$ cat config.mk
export PLATFORM = sky130hd
export DESIGN_NAME = iq_burst_merger
export DESIGN_NICKNAME = d
export VERILOG_FILES = /design/src/rtl/iqm_pkg.sv /design/src/rtl/iqm_run_tracker.sv /design/src/rtl/iqm_lowest_pick.sv /design/src/rtl/iq_burst_merger.sv
export SDC_FILE = /design/constraint.sdc
export NUM_CORES = 1
export LEC_CHECK = 0
export ABC_CLOCK_PERIOD_IN_PS = 4900
export BUFFER_PORTS_ARGS = -buffer_cell sky130_fd_sc_hd__buf_2
export CORE_ASPECT_RATIO = 2
export CORE_MARGIN = 10
export CORE_UTILIZATION = 43
export CTS_CLUSTER_DIAMETER = 50
export DETAILED_ROUTE_END_ITERATION = 10
export PLACE_DENSITY = 0.81
export SLEW_MARGIN = 20
export SYNTH_ARGS = -nofsm -noshare
export SYNTH_HDL_FRONTEND = slang
export SYNTH_HIERARCHICAL = 1
export SYNTH_SLANG_ARGS = --single-unit
$ cat constraint.sdc
create_clock -name clk -period 4.9 [get_ports clk]
set_input_delay 0.245 -clock clk [delete_from_list [all_inputs] [get_ports clk]]
set_output_delay 0.245 -clock clk [all_outputs]
set_load 0.01 [all_outputs]
$ cat src/rtl/iqm_pkg.sv
package iqm_pkg;
  // Position of the current strobe clock within a channel's burst
  typedef enum logic [1:0] {
    RUN_I    = 2'd0,
    RUN_Q    = 2'd1,
    RUN_OVER = 2'd2
  } run_t;
endpackage

$ cat src/rtl/iqm_run_tracker.sv
module iqm_run_tracker
  import iqm_pkg::*;
(
  input  logic clk,
  input  logic rst,
  input  logic valid,
  output run_t run
);
  run_t run_q;

  // Counts consecutive strobe clocks and saturates at RUN_OVER
  always_ff @(posedge clk) begin
    if (rst || !valid) run_q <= RUN_I;
    else if (run_q == RUN_I) run_q <= RUN_Q;
    else run_q <= RUN_OVER;
  end

  assign run = run_q;

  // after a clock without a strobe, the next strobe starts a new burst
  p_restart_r1: assert property (@(posedge clk) disable iff (rst)
    !valid |=> run == RUN_I);
endmodule

$ cat src/rtl/iqm_lowest_pick.sv
module iqm_lowest_pick #(
  parameter int N = 4,
  localparam int IW = (N > 1) ? $clog2(N) : 1
) (
  input  logic [N-1:0]  req,
  output logic [IW-1:0] idx,
  output logic          any
);
  // Scan from the top down, so the lowest requesting index is written last
  always_comb begin
    idx = '0;
    for (int i = N - 1; i >= 0; i--) begin
      if (req[i]) idx = IW'(i);
    end
    any = |req;
  end

  // the chosen channel is requesting, and no lower channel is
  always_comb begin
    if (any) begin
      a_pick_r6: assert (req[idx] && ((req & ((N'(1) << idx) - N'(1))) == '0));
    end
  end
endmodule

$ cat src/rtl/iq_burst_merger.sv
module iq_burst_merger
  import iqm_pkg::*;
#(
  parameter int NUM_CH = 4,
  parameter int DATA_W = 16
) (
  input  logic                     clk,
  input  logic                     rst,
  input  logic [NUM_CH-1:0]        ch_valid,
  input  logic [NUM_CH*DATA_W-1:0] ch_data,
  output logic [DATA_W-1:0]        out_word,
  output logic                     out_fresh,
  output logic                     out_is_q,
  output logic                     err_sticky
);
  localparam int IW = (NUM_CH > 1) ? $clog2(NUM_CH) : 1;

  run_t              runs [NUM_CH];
  logic [NUM_CH-1:0] over;
  logic [IW-1:0]     sel_idx;
  logic              any_valid;

  genvar g;
  generate
    for (g = 0; g < NUM_CH; g++) begin : g_trk
      iqm_run_tracker u_trk (
        .clk   (clk),
        .rst   (rst),
        .valid (ch_valid[g]),
        .run   (runs[g])
      );
      assign over[g] = ch_valid[g] && (runs[g] == RUN_OVER);
    end
  endgenerate

  iqm_lowest_pick #(.N(NUM_CH)) u_pick (
    .req (ch_valid),
    .idx (sel_idx),
    .any (any_valid)
  );

  run_t              sel_run;
  logic [DATA_W-1:0] sel_word;
  logic              load;
  logic              collide;

  always_comb begin
    sel_run  = runs[sel_idx];
    sel_word = ch_data[sel_idx*DATA_W +: DATA_W];
    load     = any_valid && (sel_run != RUN_OVER);
    collide  = (ch_valid & (ch_valid - NUM_CH'(1))) != '0;
  end

  always_ff @(posedge clk) begin
    if (rst) begin
      out_word   <= '0;
      out_fresh  <= 1'b0;
      out_is_q   <= 1'b0;
      err_sticky <= 1'b0;
    end else begin
      out_fresh  <= load;
      out_is_q   <= load && (sel_run == RUN_Q);
      if (load) out_word <= sel_word;
      err_sticky <= err_sticky || collide || (|over);
    end
  end

  // with no strobe anywhere, the output holds and no fresh word is flagged
  p_hold_r4: assert property (@(posedge clk) disable iff (rst)
    (ch_valid == '0) |=> (!out_fresh && $stable(out_word)));

  // the quadrature flag is only raised together with a fresh word
  p_q_fresh_r3: assert property (@(posedge clk) disable iff (rst)
    out_is_q |-> out_fresh);

  // channel 0 always wins, so a fresh word after its strobe is its own
  p_ch0_wins_r6: assert property (@(posedge clk) disable iff (rst)
    ch_valid[0] |=> (!out_fresh || out_word == $past(ch_data[DATA_W-1:0])));

  // a collision raises the error flag
  p_collide_r7: assert property (@(posedge clk) disable iff (rst)
    ($countones(ch_valid) > 1) |=> err_sticky);

  // a strobe clock past the second word raises the error flag
  p_long_r8: assert property (@(posedge clk) disable iff (rst)
    (|over) |=> err_sticky);

  // the error flag is sticky
  p_sticky_r9: assert property (@(posedge clk) disable iff (rst)
    err_sticky |=> err_sticky);
endmodule

==> insert_results.sql <==
INSERT INTO impl_metrics (metric_group, metric, value, unit) VALUES
('routing', 'vias', '1444', ''),
('routing', 'number_of_nets_with_antenna_violations_after_detailed_routing', '0', ''),
('critical_path', 'critical_path_class', 'primary input to register', ''),
('timing', 'report.final.slew_viol_count', '0', ''),
('synth', 'most_repeated_cell_in_the_gate_level_netlist_after_synthesis', 'sky130_fd_sc_hd__dfxtp_1', ''),
('clocking', 'ctsHtreeMaxLevel', '1', ''),
('clocking', 'cts_num_sinks', '27', ''),
('synth', 'yosys_warns', '6', ''),
('synth', 'synth-async-reset-ratio', '0', ''),
('routing', 'route.detailed.vias_per_inst', '5.33', ''),
('timing', 'layout_setup_ws', '2.58', 'ns'),
('timing', 'hold_slack', '0.249', 'ns'),
('power_and_ir_drop', 'power.density', '241', 'mW/mm^2'),
('global_routing', 'globalRoute.totalOverflow', '0', ''),
('synth', 'synth_top_flop_cell', 'sky130_fd_sc_hd__dfxtp_1', ''),
('synth', 'synthesis.nets', '212', ''),
('timing', 'slew-limit-headroom', '0.332', ''),
('clocking', 'clkSlewWorstSetupHoldPaths', '0.09', 'ns'),
('layout', 'area.sequential', '541', 'um^2'),
('global_routing', 'grt_pass1_vias', '1518', ''),
('routing', 'drtIter0Drc', '33', ''),
('timing', 'layout_worst_path_cycle_share', '0.474', ''),
('floorplan', 'die_w', '63.9', 'um'),
('timing', 'fmax', '430', 'MHz'),
('global_routing', 'antenna_found_initial', '0', ''),
('clocking', 'post_cts.repair.setup_buffers', '0', ''),
('clocking', 'cts_made_buffers', '3', ''),
('floorplan', 'floorplan.core_area', '0.00368', 'mm^2'),
('clocking', 'clk-insertion-delay-late', '0.27', 'ns'),
('synth', 'post_synth_num_cell_types', '27', ''),
('critical_path', 'timing.critical_path.to_type', 'register', ''),
('global_routing', 'global_route_wire_length_before_repair', '7650', 'um'),
('routing', 'drcViolationCount', '0', ''),
('power_and_ir_drop', 'vdd.ir_drop.worst', '0.158', 'mV'),
('layout', 'utilization', '0.581', ''),
('place', 'globalplace.congestion', '0.824', ''),
('synth', 'syn_area', '0.00166', 'mm^2'),
('routing', 'wire_per_inst', '18.1', 'um'),
('synth', 'synth.top_cells.by_area', 'sky130_fd_sc_hd__dfxtp_1 33%, sky130_fd_sc_hd__mux4_2 20%, sky130_fd_sc_hd__a21bo_1 7.9%, sky130_fd_sc_hd__a21oi_2 7.4%, sky130_fd_sc_hd__nand3_1 4.8%', ''),
('power_and_ir_drop', 'p_leak', '0.965', 'nW'),
('critical_path', 'crit_path_cell_trace', 'buf_2, nand2b_1, a21oi_2, buf_4, mux4_2, nand2b_2, a21bo_2, a21oi_1', ''),
('synth', 'synth-seq-area-share', '0.327', ''),
('layout', 'fraction_of_layout_instances_using_a_drive_strength_above_1', '0.613', ''),
('critical_path', 'setup.reg_to_reg.worst_slack', '3.04', 'ns'),
('place', 'port_buffers', '88', ''),
('timing', 'finalSetupViolCount', '0', ''),
('run_status', 'result_of_the_run', 'completed', ''),
('layout', 'nFillCells', '316', ''),
('timing', 'rsz_0062_raised_after_global_routing', 'false', ''),
('critical_path', 'critical_path.max_stage_delay', '0.55', 'ns'),
('timing', 'finalClockSkew', '0.00437', 'ns'),
('critical_path', 'cp.required', '5.10', 'ns'),
('clocking', 'cts-root-to-sink-buffers', '2', ''),
('worst_hold_path', 'min_path_type', 'primary input to register', ''),
('critical_path', 'worst_setup_start_kind', 'primary input', ''),
('layout', 'layout.nets', '293', ''),
('place', 'pre_cts_ws', '1.98', 'ns'),
('synth', 'syn_avg_cell_area', '11.7', 'um^2'),
('synth', 'post-synth-top-area-fraction', '0.327', ''),
('clocking', 'cts-root-buf', 'sky130_fd_sc_hd__clkbuf_8', ''),
('synth', 'yosys-top-cells-count', '27 x sky130_fd_sc_hd__dfxtp_1, 16 x sky130_fd_sc_hd__nand3_1, 15 x sky130_fd_sc_hd__mux4_2', ''),
('clocking', 'cts_hold_repair.buffers', '0', ''),
('floorplan', 'fp.dieArea', '0.00688', 'mm^2'),
('timing', 'min_period', '2.32', 'ns'),
('layout', 'syn_to_final_growth', '29.3', '%'),
('floorplan', 'io-pin-count', '89', ''),
('job', 'cap_viol_max_count', '0', ''),
('synth', 'netlist.top_cell.by_area', 'sky130_fd_sc_hd__dfxtp_1', ''),
('global_routing', 'grt_start_max_net_pins', '35', ''),
('clocking', 'post_cts_resized', '0', ''),
('global_routing', 'global_route.usage.total', '0.138', '');
[power breakdown]
group,leakage [nW],total (mW),internal [mW],switching [mW]
Combinational,0.716,0.141,0.0783,0.0624
Clock,0.0255,0.127,0.0570,0.0695
Sequential,0.224,0.248,0.237,0.0104
Total,0.965,0.515,0.373,0.142
[state kept, by name, indices dropped and copies added, names as in the netlist]
signal,flops
g_trk.u_trk/run,8
err_sticky,1
out_word,16
out_fresh,1
out_is_q,1
[through the flow]
| step | power, mW | instances | cell area (um^2) |
|---|---|---|---|
| global placement | 0.390 | 267 | 2090 |
| global route | 0.541 | 271 | 2140 |
| finish | 0.515 | 271 | 2140 |
| CTS | 0.520 | 271 | 2140 |
| floorplan | 0.339 | 142 | 1660 |
| detailed placement | 0.395 | 267 | 2090 |
[worst paths after layout]
kind	from	endpoint	depth (start not counted)
setup reg to reg	g_trk[0].u_trk/run[0]	out_word[15]	4
hold reg to reg	g_trk[3].u_trk/run[0]	g_trk[3].u_trk/run[0]	1
hold / removal	ch_valid[2]	g_trk[2].u_trk/run[0]	3
setup / recovery	ch_valid[2]	out_word[15]	8
[cells by family (layout without fill, tap and decap cells)]
| logic type | count (synthesis) | count (layout) | synth area share |
|---|---|---|---|
| buffers and inverters | 16 | 96 | 0.0559 |
| AND/OR/NAND/NOR | 43 | 43 | 0.164 |
| multiplexers | 18 | 18 | 0.252 |
| AO/OA/AOI/OAI | 38 | 38 | 0.202 |
| flip-flops | 27 | 27 | 0.327 |
[critical path, delay by kind of cell]
family	cells	cell delay (ns)
muxes	1	0.55
AOI/OAI and AO/OA	3	0.63
and+or+nand+nor	2	0.63
buffers and inverters	2	0.47
[layer usage]
layer	up-vias	part of all wire	GRT usage
met5	-	0	0
met4	0	0.023	0.0566
met3	9	0.061	0.0313
met2	61	0.56	0.266
met1	675	0.36	0.134
li1	699	-	-
[layout by cell type (no fill, tap or decap), types with 2 or more instances in the layout]
cell type	n
sky130_fd_sc_hd__a21oi_1	3
sky130_fd_sc_hd__clkbuf_8	3
sky130_fd_sc_hd__a21bo_1	13
sky130_fd_sc_hd__buf_2	88
sky130_fd_sc_hd__mux4_2	15
sky130_fd_sc_hd__nor3_2	5
sky130_fd_sc_hd__a21bo_2	3
sky130_fd_sc_hd__buf_4	2
sky130_fd_sc_hd__inv_1	2
sky130_fd_sc_hd__nor2_1	10
sky130_fd_sc_hd__nand3_1	16
sky130_fd_sc_hd__mux4_1	3
sky130_fd_sc_hd__nor2b_1	3
sky130_fd_sc_hd__dfxtp_1	27
sky130_fd_sc_hd__nand2b_4	4
sky130_fd_sc_hd__a21oi_2	14
[final cells by class]
| type | instances | area share |
|---|---|---|
| inverters | 2 | 0.00351 |
| clock buffers | 3 | 0.0193 |
| multi-input cells | 99 | 0.481 |
| clock inverters | 1 | 0.00234 |
| flip-flops and latches | 27 | 0.252 |
| well taps | 49 | 0.0286 |
| repair buffers | 90 | 0.213 |
No activity file was read; power rests on OpenSTA's default activity.
